## config.mk

```make
export PLATFORM = sky130hd
export DESIGN_NAME = sysctl_regfile
export DESIGN_NICKNAME = d
export VERILOG_FILES = /design/src/rtl/sysctl_regfile.sv
export SDC_FILE = /design/constraint.sdc
export NUM_CORES = 1
export LEC_CHECK = 0
export BUFFER_PORTS_ARGS = -buffer_cell sky130_fd_sc_hd__buf_2
export CAP_MARGIN = 10
export CORE_UTILIZATION = 45
export CTS_BUF_LIST = sky130_fd_sc_hd__clkbuf_4 sky130_fd_sc_hd__clkbuf_8 sky130_fd_sc_hd__clkbuf_16
export CTS_CLUSTER_DIAMETER = 30
export DETAILED_ROUTE_END_ITERATION = 7
export PLACE_DENSITY = 0.69
export SYNTH_ARGS = -nofsm -noshare
export SYNTH_HDL_FRONTEND = slang
export SYNTH_SLANG_ARGS = --single-unit
```

## constraint.sdc

```tcl
create_clock -name clk -period 2.2 [get_ports clk]
set_input_delay 0.11 -clock clk [delete_from_list [all_inputs] [get_ports clk]]
set_output_delay 0.11 -clock clk [all_outputs]
set_load 0.05 [all_outputs]
```

## src/rtl/sysctl_regfile.sv

```systemverilog
module sysctl_regfile #(
  parameter int DATA_W = 32,
  parameter int REG_W  = 4,
  parameter int OP_W   = 5,
  parameter logic [DATA_W-1:0] ID_WORD    = DATA_W'(32'h4D11_0863),
  parameter logic [DATA_W-1:0] CTYPE_WORD = DATA_W'(32'h0D15_2152)
) (
  input  logic              clk,
  input  logic              rst,
  input  logic              wr_en,
  input  logic [REG_W-1:0]  wr_reg,
  input  logic [OP_W-1:0]   wr_op,
  input  logic [DATA_W-1:0] wr_data,
  input  logic              rd_en,
  input  logic [REG_W-1:0]  rd_reg,
  input  logic [OP_W-1:0]   rd_op,
  output logic [DATA_W-1:0] rd_data,
  output logic              acc_err,
  output logic              ic_dc_inv_all,
  output logic              ic_inv_all,
  output logic              dc_inv_all,
  output logic              dc_clean_all,
  output logic              dc_flush_all,
  output logic              dc_inv_line,
  output logic              dc_clean_line,
  output logic              dc_flush_line,
  output logic              tlb_inv_all,
  output logic [DATA_W-1:0] line_addr
);

  localparam logic [REG_W-1:0] N_ID    = REG_W'(0);
  localparam logic [REG_W-1:0] N_CTL   = REG_W'(1);
  localparam logic [REG_W-1:0] N_PTB   = REG_W'(2);
  localparam logic [REG_W-1:0] N_FST   = REG_W'(3);
  localparam logic [REG_W-1:0] N_FAD   = REG_W'(4);
  localparam logic [REG_W-1:0] N_CACHE = REG_W'(5);
  localparam logic [REG_W-1:0] N_TLB   = REG_W'(6);

  localparam logic [OP_W-1:0] OP_PLAIN   = OP_W'(0);
  localparam logic [OP_W-1:0] OP_CTYPE   = OP_W'(1);
  localparam logic [OP_W-1:0] OP_IDINV   = OP_W'(28);
  localparam logic [OP_W-1:0] OP_IINV    = OP_W'(20);
  localparam logic [OP_W-1:0] OP_DINV    = OP_W'(12);
  localparam logic [OP_W-1:0] OP_DCLN    = OP_W'(10);
  localparam logic [OP_W-1:0] OP_DFLS    = OP_W'(14);
  localparam logic [OP_W-1:0] OP_LINV    = OP_W'(13);
  localparam logic [OP_W-1:0] OP_LCLN    = OP_W'(11);
  localparam logic [OP_W-1:0] OP_LFLS    = OP_W'(15);
  localparam logic [OP_W-1:0] OP_TLB_LO  = OP_W'(2);
  localparam logic [OP_W-1:0] OP_TLB_HI  = OP_W'(6);

  logic [DATA_W-1:0] ctl_q, ptb_q, fst_q, fad_q;

  wire wr_plain = wr_op == OP_PLAIN;
  wire wr_ctl   = wr_en && wr_reg == N_CTL && wr_plain;
  wire wr_ptb   = wr_en && wr_reg == N_PTB && wr_plain;
  wire wr_fst   = wr_en && wr_reg == N_FST && wr_plain;
  wire wr_fad   = wr_en && wr_reg == N_FAD && wr_plain;
  wire wr_cache = wr_en && wr_reg == N_CACHE;

  logic [7:0] cop;
  assign cop[0] = wr_cache && wr_op == OP_IDINV;
  assign cop[1] = wr_cache && wr_op == OP_IINV;
  assign cop[2] = wr_cache && wr_op == OP_DINV;
  assign cop[3] = wr_cache && wr_op == OP_DCLN;
  assign cop[4] = wr_cache && wr_op == OP_DFLS;
  assign cop[5] = wr_cache && wr_op == OP_LINV;
  assign cop[6] = wr_cache && wr_op == OP_LCLN;
  assign cop[7] = wr_cache && wr_op == OP_LFLS;

  wire tlb_hit = wr_en && wr_reg == N_TLB && wr_op >= OP_TLB_LO && wr_op <= OP_TLB_HI;
  wire wr_ok   = wr_ctl || wr_ptb || wr_fst || wr_fad || (|cop) || tlb_hit;

  logic rd_ok;
  always_comb begin
    rd_data = '0;
    rd_ok   = 1'b0;
    if (rd_reg == N_ID) begin
      if (rd_op == OP_PLAIN) begin rd_data = ID_WORD;    rd_ok = 1'b1; end
      if (rd_op == OP_CTYPE) begin rd_data = CTYPE_WORD; rd_ok = 1'b1; end
    end else if (rd_op == OP_PLAIN) begin
      rd_ok = 1'b1;
      case (rd_reg)
        N_CTL:   rd_data = ctl_q;
        N_PTB:   rd_data = ptb_q;
        N_FST:   rd_data = fst_q;
        N_FAD:   rd_data = fad_q;
        default: rd_ok   = 1'b0;
      endcase
    end
  end

  always_ff @(posedge clk) begin
    if (rst) begin
      ctl_q <= '0;
      ptb_q <= '0;
      fst_q <= '0;
      fad_q <= '0;
      line_addr <= '0;
      acc_err <= 1'b0;
      {dc_flush_line, dc_clean_line, dc_inv_line, dc_flush_all,
       dc_clean_all, dc_inv_all, ic_inv_all, ic_dc_inv_all} <= '0;
      tlb_inv_all <= 1'b0;
    end else begin
      if (wr_ctl) ctl_q <= wr_data;
      if (wr_ptb) ptb_q <= wr_data;
      if (wr_fst) fst_q <= wr_data;
      if (wr_fad) fad_q <= wr_data;
      if (|cop[7:5]) line_addr <= wr_data;
      {dc_flush_line, dc_clean_line, dc_inv_line, dc_flush_all,
       dc_clean_all, dc_inv_all, ic_inv_all, ic_dc_inv_all} <= cop;
      tlb_inv_all <= tlb_hit;
      acc_err <= (wr_en && !wr_ok) || (rd_en && !rd_ok);
    end
  end

endmodule


```

## Yosys cells after proc, flatten, opt, wreduce, memory -nomap -nowiden

Index checks and enable logic that the tools add are counted.

| storage, ports and cells | value |
|---|---|
| output and inout bits | 74 |
| register bits after elaboration | 170 |
| word-level logic and storage cells | 82 |

| operators by class | value |
|---|---|
| multiplexer cells | 10 |
| eq/ne operators | 19 |
| order comparisons | 2 |
| reductions and logical operators | 36 |

Operators by type and width:

| cell | count |
|---|---|
| 32-bit one-hot mux with 4 select lines | 1 |
| 32-bit two-way mux | 3 |
| 31-bit two-way mux | 1 |
| 5-bit by 4-bit equality test with 1-bit output, second input constant | 6 |
| 1-bit logical AND | 22 |
| 4-bit by 2-bit equality test with 1-bit output, second input constant | 4 |
| 4-bit by 3-bit equality test with 1-bit output, second input constant | 4 |
| 5-bit equality test, second input constant | 2 |
| 5-bit logical NOT | 2 |
| 4-bit by 1-bit equality test with 1-bit output, second input constant | 2 |
| 8-bit OR reduction | 1 |
| 1-bit logical OR | 6 |
| 5-bit by 1-bit equality test with 1-bit output, second input constant | 1 |
| 5-bit by 2-bit >= comparator with 1-bit output, second input constant | 1 |
| 5-bit by 3-bit <= comparator with 1-bit output, second input constant | 1 |
| 1-bit two-way mux | 5 |
| 4-bit logical NOT | 1 |
| 4-bit OR reduction | 1 |
| 3-bit OR reduction | 1 |
| 1-bit logical NOT | 2 |

## Longest topological paths before layout

| depth | value |
|---|---|
| word-level depth | 11 |
| mapped depth | 7 |

## Worst setup path before layout

No wires, ideal clock.

| timing | value |
|---|---|
| path type | input -> output |
| start point | input rd_reg[0] |
| end point | output rd_data[13] |
| slack | -0.244 ns |
| cell stages on the path | 5 |
| data arrival time | 2.334 ns |
| data required time | 2.090 ns |
| cells stage by stage | nor4b_1 > clkbuf_1 > a222oi_1 > a21boi_0 > o21ai_0 |

| on the way | value |
|---|---|
| longest elaborated chain between the ends | 4 |

RTL lines:

| element | line | RTL |
|---|---|---|
| start, declared | 15 | `input logic [REG_W-1:0] rd_reg,` |
| 4-bit by 3-bit equality test with 1-bit output, or another cell as far along | 83 | `case (rd_reg)` |
| 32-bit one-hot mux with 4 select lines | 83 |  |
| 32-bit two-way mux | 81 | `end else if (rd_op == OP_PLAIN) begin` |
| 32-bit two-way mux (*) | 78 | `if (rd_reg == N_ID) begin` |
| end, declared | 17 | `output logic [DATA_W-1:0] rd_data,` |

Every way passes the cells marked *; elsewhere a longest branch is shown, timed or not.

## Worst setup path in the final report

| timing | value |
|---|---|
| start point | input wr_op[0] |
| end point | register ic_inv_all |

| on the way | value |
|---|---|
| longest elaborated chain between the ends | 2 |

RTL lines:

| element | line | RTL |
|---|---|---|
| start, declared | 12 | `input logic [OP_W-1:0] wr_op,` |
| 5-bit equality test | 63 | `assign cop[1] = wr_cache && wr_op == OP_IINV;` |
| 1-bit logical AND | 63 |  |
| end, declared | 20 | `output logic ic_inv_all,` |

Every way passes these cells.
A chain may end at the register's enable or synchronous reset.

==> reports/results.ini <==
[sta]
fin_crit_ns=2.17
hold_viol=0
fin_ws_ns=0.0294
setup_viol=0
fmax_ghz=0.461
fin_skew_ns=0
finalMaxSlewViolations=0
rsz0062_at_grt=false
tightest_slew_ns=0.545
fin_tns_setup_ns=0
period_share_pct=98.7
slew_headroom_pct=63.5

[cells_and_area]
nets=1045
syn_to_final_growth_pct=28.5
n_antenna_cell=0
fill_cells=1359
fin_area_sq_um=8750
drive_above_1_share_pct=19.2

[clocking]
clkTransAtPathRegs_ns=0.06
cts_inserted_buffers=17
root_buffer=clkbuf_16
cts_tree=done
cts.path.max_buffers=2
cts_sinks=170
htreeDepth=4
cts_setup_buffers=0
clkLatencyLatePin_ns=0.43

[detailed_routing]
routedWlPerCell_um=16.5
drtIter0Drc=814
routed_wl_um=19600
dr.pass1.iters=8
viasPerCell=5.52
dr_total_vias=6555
final_antenna_net_count=0
drc=18

[grt]
first_global_vias=6141
gr-total-overflow=0
grt_pass1_wl_um=31500
grt_max_degree=72
antenna_found_initial=0
track_usage_pct=25.2

[synthesis]
synthDistinctLibCells=35
syn_area_per_cell_sq_um=8.06
synth_edf_count=0
ys_warn_count=0
netlist_area_sq_um=6810
synth_seq_cells=170
synthArstFlopShare_pct=0
ys.flop_type=dfxtp_1
syn_inst=845
synth_nets=899
synth-seq-area-share_pct=50.0

[critical_path]
start_kind=primary input
arrival_ns=2.55
cp_max_fo=8
required_ns=2.58
worstSetupEndpointType=flop
critPathKind=primary input to flop

[placement]
io_buffers=127
gp_congestion=0.769
post-dp-hpwl_um=11700
place_area_sq_um=7730
place_ws_ns=0.225

[die]
die_area_sq_um=15600
die_h_um=125
core_sq_um=14600
placementRows=44
ios=128
initial_core_util_pct=46.5
die_w_um=125

[worst_hold_path]
worstHoldPathType=primary input to flop

[power_and_ir_drop]
power.clock.fraction_pct=46.5
switching_share_pct=22.4
p_seq_share_pct=48.5
p_int_mw=4.94
p_comb_share_pct=5.0
netSwitchingPower_mw=1.42
irDropWorstVdd_v=0.000536
powerDensity_nw_per_um2=727
p_leak_nw=3.15

[run_status]
violations=DRC
status=complete, but fails checks

[flow_run]
cap_violations=0

worst max-delay path, stage by stage:
cell	delay [ns]
dlygate4sd3_1	0.53
buf_2	0.16
or4b_4	0.55
or3_4	0.36
nor4_1	0.27
dlygate4sd3_1	0.58
sequential cells by signal, indices dropped and copies added, names as in the netlist:
register,flops
fst_q,32
dc_flush_line,1
ic_inv_all,1
acc_err,1
line_addr,32
dc_clean_line,1
ptb_q,32
tlb_inv_all,1
dc_inv_all,1
fad_q,32
dc_flush_all,1
ctl_q,32
dc_inv_line,1
ic_dc_inv_all,1
dc_clean_all,1
worst paths after layout:
kind / depth (start not counted) / startpoint / slack (ns) / to
min: 3 / wr_reg[1] / 0.11 / ic_dc_inv_all$_SDFF_PP0_
max reg2reg: 2 / fad_q[6]$_SDFFE_PP0P_ / 1.56 / fad_q[6]$_SDFFE_PP0P_
min reg2reg: 2 / fst_q[8]$_SDFFE_PP0P_ / 0.45 / fst_q[8]$_SDFFE_PP0P_
max: 6 / wr_op[0] / 0.03 / ic_inv_all$_SDFF_PP0_
metal layers:
layer,vias up,wire length [um],GRT usage [%]
met5,-,0,0
met4,0,215,7.60
met3,23,1180,4.92
met2,218,9230,40.8
met1,3110,9020,34.1
li1,3204,-,-
per-stage QoR:
stage	total power, mW	hold slack, ns	util (%)	instances
finish	6.36	0.107	59.7	1187
global route	6.54	0.119	59.7	1187
CTS	6.39	0.0991	59.7	1187
detailed placement	3.41	0.383	52.8	1113
global placement	3.41	0.387	52.8	1113
floorplan	3.26	0.186	-	845
synth_stat cells, types with 5 or more instances:
| library cell | instances | area, sq um |
|---|---|---|
| a21boi_0 | 15 | 113 |
| a21oi_1 | 145 | 726 |
| a222oi_1 | 32 | 320 |
| buf_2 | 13 | 65.1 |
| clkbuf_1 | 51 | 191 |
| dfxtp_1 | 170 | 3400 |
| mux2i_1 | 32 | 320 |
| nand2_1 | 279 | 1050 |
| nand4_1 | 6 | 37.5 |
| nor2_1 | 38 | 143 |
| nor4_1 | 6 | 37.5 |
| o21ai_0 | 13 | 65.1 |
| o22ai_1 | 5 | 31.3 |
placed cells by master, fill, tap and decap left out, drive strengths merged, types with 6 or more instances in the layout:
master	n
clkbuf	20
nor4	7
dfxtp	170
nor2	38
buf	151
nand2	279
a222oi	32
nand4	6
a21oi	145
mux2i	32
o21ai	13
dlygate4sd3	43
a21boi	15
cells by family after synthesis:
logic type | Yosys count | share of synthesized area, %
mux | 32 | 4.71
buf+inv | 71 | 4.32
flops | 170 | 50.0
simple gates | 359 | 22.2
compound gates | 213 | 18.8
cell type report:
type,instances,area [sq um],area share (%)
timing repair buffer,194,1360,15.6
clock inverter,11,123,1.40
inverter,4,15.0,0.172
clock buffer,20,460,5.26
multi-input combinational,604,3150,36.0
sequential,170,3400,38.9
tap,184,230,2.63
power by group through the flow:
stage | Sequential [mW] | Clock, mW | Combinational (mW)
after global routing | 3.08 | 3.11 | 0.343
after global placement | 3.15 | 0 | 0.263
after CTS | 3.08 | 2.99 | 0.316
final | 3.08 | 2.95 | 0.321
after floorplan | 3.16 | 0 | 0.0976
after detailed placement | 3.15 | 0 | 0.261
repair_timing:
| action | in CTS | in global routing |
|---|---|---|
| setup endpoints to repair | 0 | 1 |
| gates resized for setup | 0 | 1 |
| endpoints found under the hold margin | 152 | 0 |
| hold buffers | 43 | 0 |
Power figures use the tool's default switching activity.
